$ cat src/rtl/pacc_pkg.sv
package pacc_pkg;
    parameter int ACC_W = 16;

    localparam logic [1:0] A_CTRL = 2'd0;
    localparam logic [1:0] A_FLAG = 2'd1;
    localparam logic [1:0] A_CNT  = 2'd2;

    typedef struct packed {
        logic       ovf_ie;
        logic       edge_ie;
        logic [1:0] clksel;
        logic       pol;
        logic       mode;
        logic       en;
    } ctrl_t;

    localparam int CTRL_W = $bits(ctrl_t);

    typedef struct packed {
        ctrl_t            ctrl;
        logic             eflag;
        logic             oflag;
        logic [ACC_W-1:0] count;
    } state_t;
endpackage

$ cat src/rtl/pacc_sync.sv
module pacc_sync #(
    parameter int STAGES = 2
) (
    input  logic clk,
    input  logic rst_n,
    input  logic pin,
    output logic level,
    output logic rise,
    output logic fall
);
    logic [STAGES:0] sh_d, sh_q;

    always_comb begin
        sh_d = {sh_q[STAGES-1:0], pin};
    end

    always_ff @(posedge clk or negedge rst_n) begin
        if (!rst_n) sh_q <= '0;
        else        sh_q <= sh_d;
    end

    assign level = sh_q[STAGES-1];
    assign rise  = sh_q[STAGES-1] & ~sh_q[STAGES];
    assign fall  = ~sh_q[STAGES-1] & sh_q[STAGES];
endmodule

$ cat src/rtl/pacc_div.sv
module pacc_div #(
    parameter int FREE_W  = 16,
    parameter int REF_LOG = 6,
    parameter int MID_LOG = 8
) (
    input  logic       clk,
    input  logic       rst_n,
    input  logic       presc_tick,
    input  logic [1:0] clksel,
    output logic       ref_tick,
    output logic       tmr_tick
);
    logic [FREE_W-1:0] free_d, free_q;
    logic              mid_tick, full_tick;

    always_comb begin
        free_d    = free_q + 1'b1;
        ref_tick  = &free_q[REF_LOG-1:0];
        mid_tick  = &free_q[MID_LOG-1:0];
        full_tick = &free_q;
        case (clksel)
            2'b00:   tmr_tick = presc_tick;
            2'b01:   tmr_tick = 1'b1;
            2'b10:   tmr_tick = mid_tick;
            default: tmr_tick = full_tick;
        endcase
    end

    always_ff @(posedge clk or negedge rst_n) begin
        if (!rst_n) free_q <= '0;
        else        free_q <= free_d;
    end
endmodule

$ cat src/rtl/pulse_accum.sv
module pulse_accum
    import pacc_pkg::*;
#(
    parameter int SYNC_STAGES = 2,
    parameter int REF_LOG     = 6,
    parameter int MID_LOG     = 8
) (
    input  logic             clk,
    input  logic             rst_n,
    input  logic             bus_wr,
    input  logic [1:0]       bus_addr,
    input  logic [ACC_W-1:0] bus_wdata,
    output logic [ACC_W-1:0] bus_rdata,
    input  logic             pin_in,
    input  logic             presc_tick,
    output logic             tmr_tick,
    output logic             irq_edge,
    output logic             irq_ovf
);
    state_t st_d, st_q;
    logic   level, rise, fall, ref_tick;
    logic   edge_hit, gate_open, inc, cnt_wr;

    pacc_sync #(.STAGES(SYNC_STAGES)) u_sync (
        .clk(clk), .rst_n(rst_n), .pin(pin_in),
        .level(level), .rise(rise), .fall(fall)
    );

    pacc_div #(.FREE_W(ACC_W), .REF_LOG(REF_LOG), .MID_LOG(MID_LOG)) u_div (
        .clk(clk), .rst_n(rst_n), .presc_tick(presc_tick),
        .clksel(st_q.ctrl.clksel), .ref_tick(ref_tick), .tmr_tick(tmr_tick)
    );

    always_comb begin
        st_d      = st_q;
        cnt_wr    = bus_wr && (bus_addr == A_CNT);
        edge_hit  = st_q.ctrl.en && (st_q.ctrl.pol ? rise : fall);
        gate_open = st_q.ctrl.pol ? ~level : level;
        inc       = st_q.ctrl.en &&
                    (st_q.ctrl.mode ? (gate_open && ref_tick) : edge_hit);

        if (bus_wr && bus_addr == A_CTRL)
            st_d.ctrl = ctrl_t'(bus_wdata[CTRL_W-1:0]);
        if (bus_wr && bus_addr == A_FLAG) begin
            if (bus_wdata[0]) st_d.eflag = 1'b0;
            if (bus_wdata[1]) st_d.oflag = 1'b0;
        end
        if (edge_hit) st_d.eflag = 1'b1;

        if (cnt_wr) begin
            st_d.count = bus_wdata;
        end else if (inc) begin
            st_d.count = st_q.count + 1'b1;
            if (&st_q.count) st_d.oflag = 1'b1;
        end

        case (bus_addr)
            A_CTRL:  bus_rdata = {{(ACC_W-CTRL_W){1'b0}}, st_q.ctrl};
            A_FLAG:  bus_rdata = {{(ACC_W-2){1'b0}}, st_q.oflag, st_q.eflag};
            A_CNT:   bus_rdata = st_q.count;
            default: bus_rdata = '0;
        endcase
        irq_edge = st_q.eflag && st_q.ctrl.edge_ie;
        irq_ovf  = st_q.oflag && st_q.ctrl.ovf_ie;
    end

    always_ff @(posedge clk or negedge rst_n) begin
        if (!rst_n) st_q <= '0;
        else        st_q <= st_d;
    end
endmodule

$ cat config.mk
export PLATFORM = sky130hd
export DESIGN_NAME = pulse_accum
export DESIGN_NICKNAME = d
export VERILOG_FILES = /design/src/rtl/pacc_pkg.sv /design/src/rtl/pacc_sync.sv /design/src/rtl/pacc_div.sv /design/src/rtl/pulse_accum.sv
export SDC_FILE = /design/constraint.sdc
export NUM_CORES = 1
export LEC_CHECK = 0
export ABC_CLOCK_PERIOD_IN_PS = 2100
export BUFFER_PORTS_ARGS = -buffer_cell sky130_fd_sc_hd__buf_2
export CORE_MARGIN = 2
export CORE_UTILIZATION = 50
export CTS_BUF_LIST = sky130_fd_sc_hd__clkbuf_8
export DETAILED_ROUTE_END_ITERATION = 10
export PLACE_DENSITY = 0.82
export RECOVER_POWER = 25
export SETUP_SLACK_MARGIN = 0.1
export SYNTH_ARGS = -nofsm -noshare
export SYNTH_HDL_FRONTEND = slang
export SYNTH_SLANG_ARGS = --single-unit
$ cat constraint.sdc
create_clock -name clk -period 2.1 [get_ports clk]
set_input_delay 0.42 -clock clk [delete_from_list [all_inputs] [get_ports clk]]
set_output_delay 0.42 -clock clk [all_outputs]
set_load 0.01 [all_outputs]
==> impl_metrics.csv <==
group,metric,value,unit
outcome,status,"finished, final reports clean",
layout,area_delta_synth_final,17.83,%
min_path,hold_path_depth,1,
route,vias,1798,
sta,min_period,1974,ps
power,vdd_drop_max,0.0003373,V
global_routing,grt_first_pass_wirelength,8.252,mm
critical_path,reg2regPathDepth,6,
logic_synthesis,synth_top_flop_cell,"dfrtp_1",
layout,utilization,61.99,%
cts,cts_tree,"yes",
critical_path,cp.required,1680,ps
sta,post-route-period-util,94.01,%
critical_path,cp_max_fo,6,
critical_path,crit_slowest_cell,"dfrtp_1",
sta,fmax,506.5,MHz
logic_synthesis,netlist_instances,228,
sta,rsz0062_at_grt,"true",
route,wl,4.749,mm
placement,numPortBuffers,41,
route,initialDrtViolationCount,128,
logic_synthesis,syn_nets,253,
placement,hpwl,3.569,mm
logic_synthesis,synth_area_per_cell,10.19,µm²
cts,htree_levels,2,
cts,clock-sinks,44,
critical_path,crit_chain,"and4_4 > nand4_1 > o21ai_0 > o31ai_1 > nand2_1 > buf_2",
sta,tightest_slew,1068,ps
floorplan,core,0.004414,mm²
layout,layout-drive-gt1-share,26.62,%
critical_path,path_class,"reg2out",
logic_synthesis,synth_top_area_cell,"dfrtp_1",
sta,max-slew-margin-rel,28.80,%
layout,final_nets,302,
logic_synthesis,yosys-top-cells-area,"dfrtp_1 47%, xnor2_1 9.8%, nand2_1 4.0%, and2_1 3.5%, mux2_2 3.4%",
logic_synthesis,synth_top_cell_area_share,47.41,%
logic_synthesis,syn_area,0.002322,mm²
sta,hold_viol_final,0,
critical_path,cp.arrival,1550,ps
global_routing,grt_start_max_net_pins,45,
floorplan,dieHeight,72.15,µm
sta,finalSetupViolations,0,
critical_path,r2r_end,"st_q[14]",
sta,clock_skew,7.328,ps
critical_path,crit_path_max_incr_delay,400,ps
floorplan,die-area,0.005206,mm²
logic_synthesis,yosysSeqAreaShare,47.41,%
min_path,hp-start,"pin_in",
logic_synthesis,synth_warnings,0,
global_routing,grt_use_total,20.59,%
sta,drv_slew,0,
layout,n_fill_cell,379,
route,drt_first_pass_iters,4,
route,remaining_drc_errors,0,
min_path,hold_path.class,"in2reg",
global_routing,grt_pass1_vias,1704,
power,p_per_area,730.5,mW/mm²
cts,clkLatencyLatePin,300,ps
critical_path,crit_path_start_kind,"register",
sta,tns,0,ps
min_path,hold_path_end,"u_sync.sh_q[0]",
cts,clk_pin_slew_worst_paths,80,ps
floorplan,start_util,52.61,%
logic_synthesis,synth_cell_type_count,34,
floorplan,ios,42,
global_routing,antenna_found_initial,0,
route,wire_per_inst,14.39,µm
critical_path,ff2ff_setup_slack,240,ps
route,antenna_left,0,
cts,root_buffer,"clkbuf_8",
placement,place.gp.congestion,0.7853,
logic_synthesis,ys_ff_latch,44,
critical_path,reg2reg_from,"st_q[20]",
cts,cts-hold-fix-buffers,0,
global_routing,grt_overflow,0,
power,leakagePower,1.227,nW
logic_synthesis,ys_async_sr_fraction,100.0,%
floorplan,die_w,72.15,µm
power,power,1.999,mW
route,viasPerCell,5.448,
flow_run,maxCapViolCount,0,
cts,clockBufferDepth,2,
layout,num_antenna_cells,0,
logic_synthesis,synth-edff-count,0,
floorplan,fp-row-count,24,
cts,cts_buffers,5,
critical_path,cp-end-kind,"primary output",
[layer usage]
metal / GRT usage, % / vias up / part of all wire (%)
met4: 7.128 / 0 / 1.6
met3: 3.889 / 9 / 3.8
li1: - / 898 / -
met1: 30.85 / 848 / 50
met2: 29.97 / 43 / 45
met5: 0 / - / 0
[cells in the mapped netlist (all sizes together) (3+ instances only)]
cell and number:
dfrtp 44, xnor2 26, nand2 25, nor2 15, o21ai 14, and2 13, a21oi 11, nand3 11
nand4 9, and3 8, mux2 7, mux2i 7, clkbuf 6, a2111oi 5, xor2 4, a21boi 3
[power by group]
group | total [mW] | switching [mW] | internal (mW)
sequential | 1.08 | 0.130 | 0.950
clock | 0.529 | 0.271 | 0.259
combinational | 0.389 | 0.188 | 0.201
[area by class of cell]
type | instances | area (µm²) | area share (%)
well taps | 52 | 65.06 | 2.378
clock buffers | 6 | 82.58 | 3.018
clock inverters | 2 | 7.507 | 0.2743
repair buffers | 50 | 270.3 | 9.877
multi-input cells | 174 | 1202 | 43.94
flip-flops and latches | 44 | 1101 | 40.24
inverters | 2 | 7.507 | 0.2743
[cells in the final DEF, fill, tap and decap left out, drive strengths merged, types with 9 or more instances in the layout]
master and n:
nand4 9, nand2 25, xnor2 26, a21oi 11
o21ai 14, nor2 15, dfrtp 44, and2 13
buf 49, nand3 11
[logic make-up (layout without fill, tap and decap cells)]
family / after synthesis / in the layout / synth area share [%]
AND/OR/NAND/NOR: 90 / 90 / 20.80
flip-flops: 44 / 44 / 47.41
AO/OA/AOI/OAI: 38 / 38 / 10.67
XOR/XNOR: 30 / 30 / 11.64
multiplexers: 14 / 14 / 6.412
buffers and inverters: 10 / 60 / 1.993
adder cells (fa/ha/maj): 2 / 2 / 1.077
[critical path: cells and delay by family, from the launching register on]
kind / cells / cell delay (ps)
buf+inv: 1 / 120
flops: 1 / 400
compound gates: 2 / 260
simple gates: 3 / 480
[through the flow]
step	instances	area, µm²	hold slack, ps	setup WS [ps]
final	330	2736	229.9	125.9
after global routing	330	2736	209.7	21.26
after CTS	329	2723	217.4	126.8
after detailed placement	319	2599	340.2	212.5
after global placement	319	2599	334.8	277.4
after floorplan	228	2322	124.4	401.4
[sequential cells by signal, summed over array words and instances, names as in the netlist]
register      count
st_q             25
u_sync.sh_q       3
u_div.free_q     16
[repair_timing]
action / in CTS / in global routing
resized for setup: 6 / 2
setup buffers: 2 / 1
setup endpoints to repair: 1 / 2
pin swaps: 1 / 0
[how the worst max path moves through the flow]
| stage | start | end | slack, ps | depth (start not counted) |
|---|---|---|---|---|
| floorplan | st_q[20] | st_q[2] | 400 | 6 |
| finish | u_div.free_q[4] | tmr_tick | 130 | 6 |
| global placement | u_div.free_q[0] | tmr_tick | 280 | 6 |
| global route | u_div.free_q[8] | tmr_tick | 20 | 6 |
| detailed placement | u_div.free_q[2] | st_q[14] | 210 | 5 |
| CTS | u_div.free_q[3] | tmr_tick | 130 | 6 |
(Power assumes the default switching activity.)
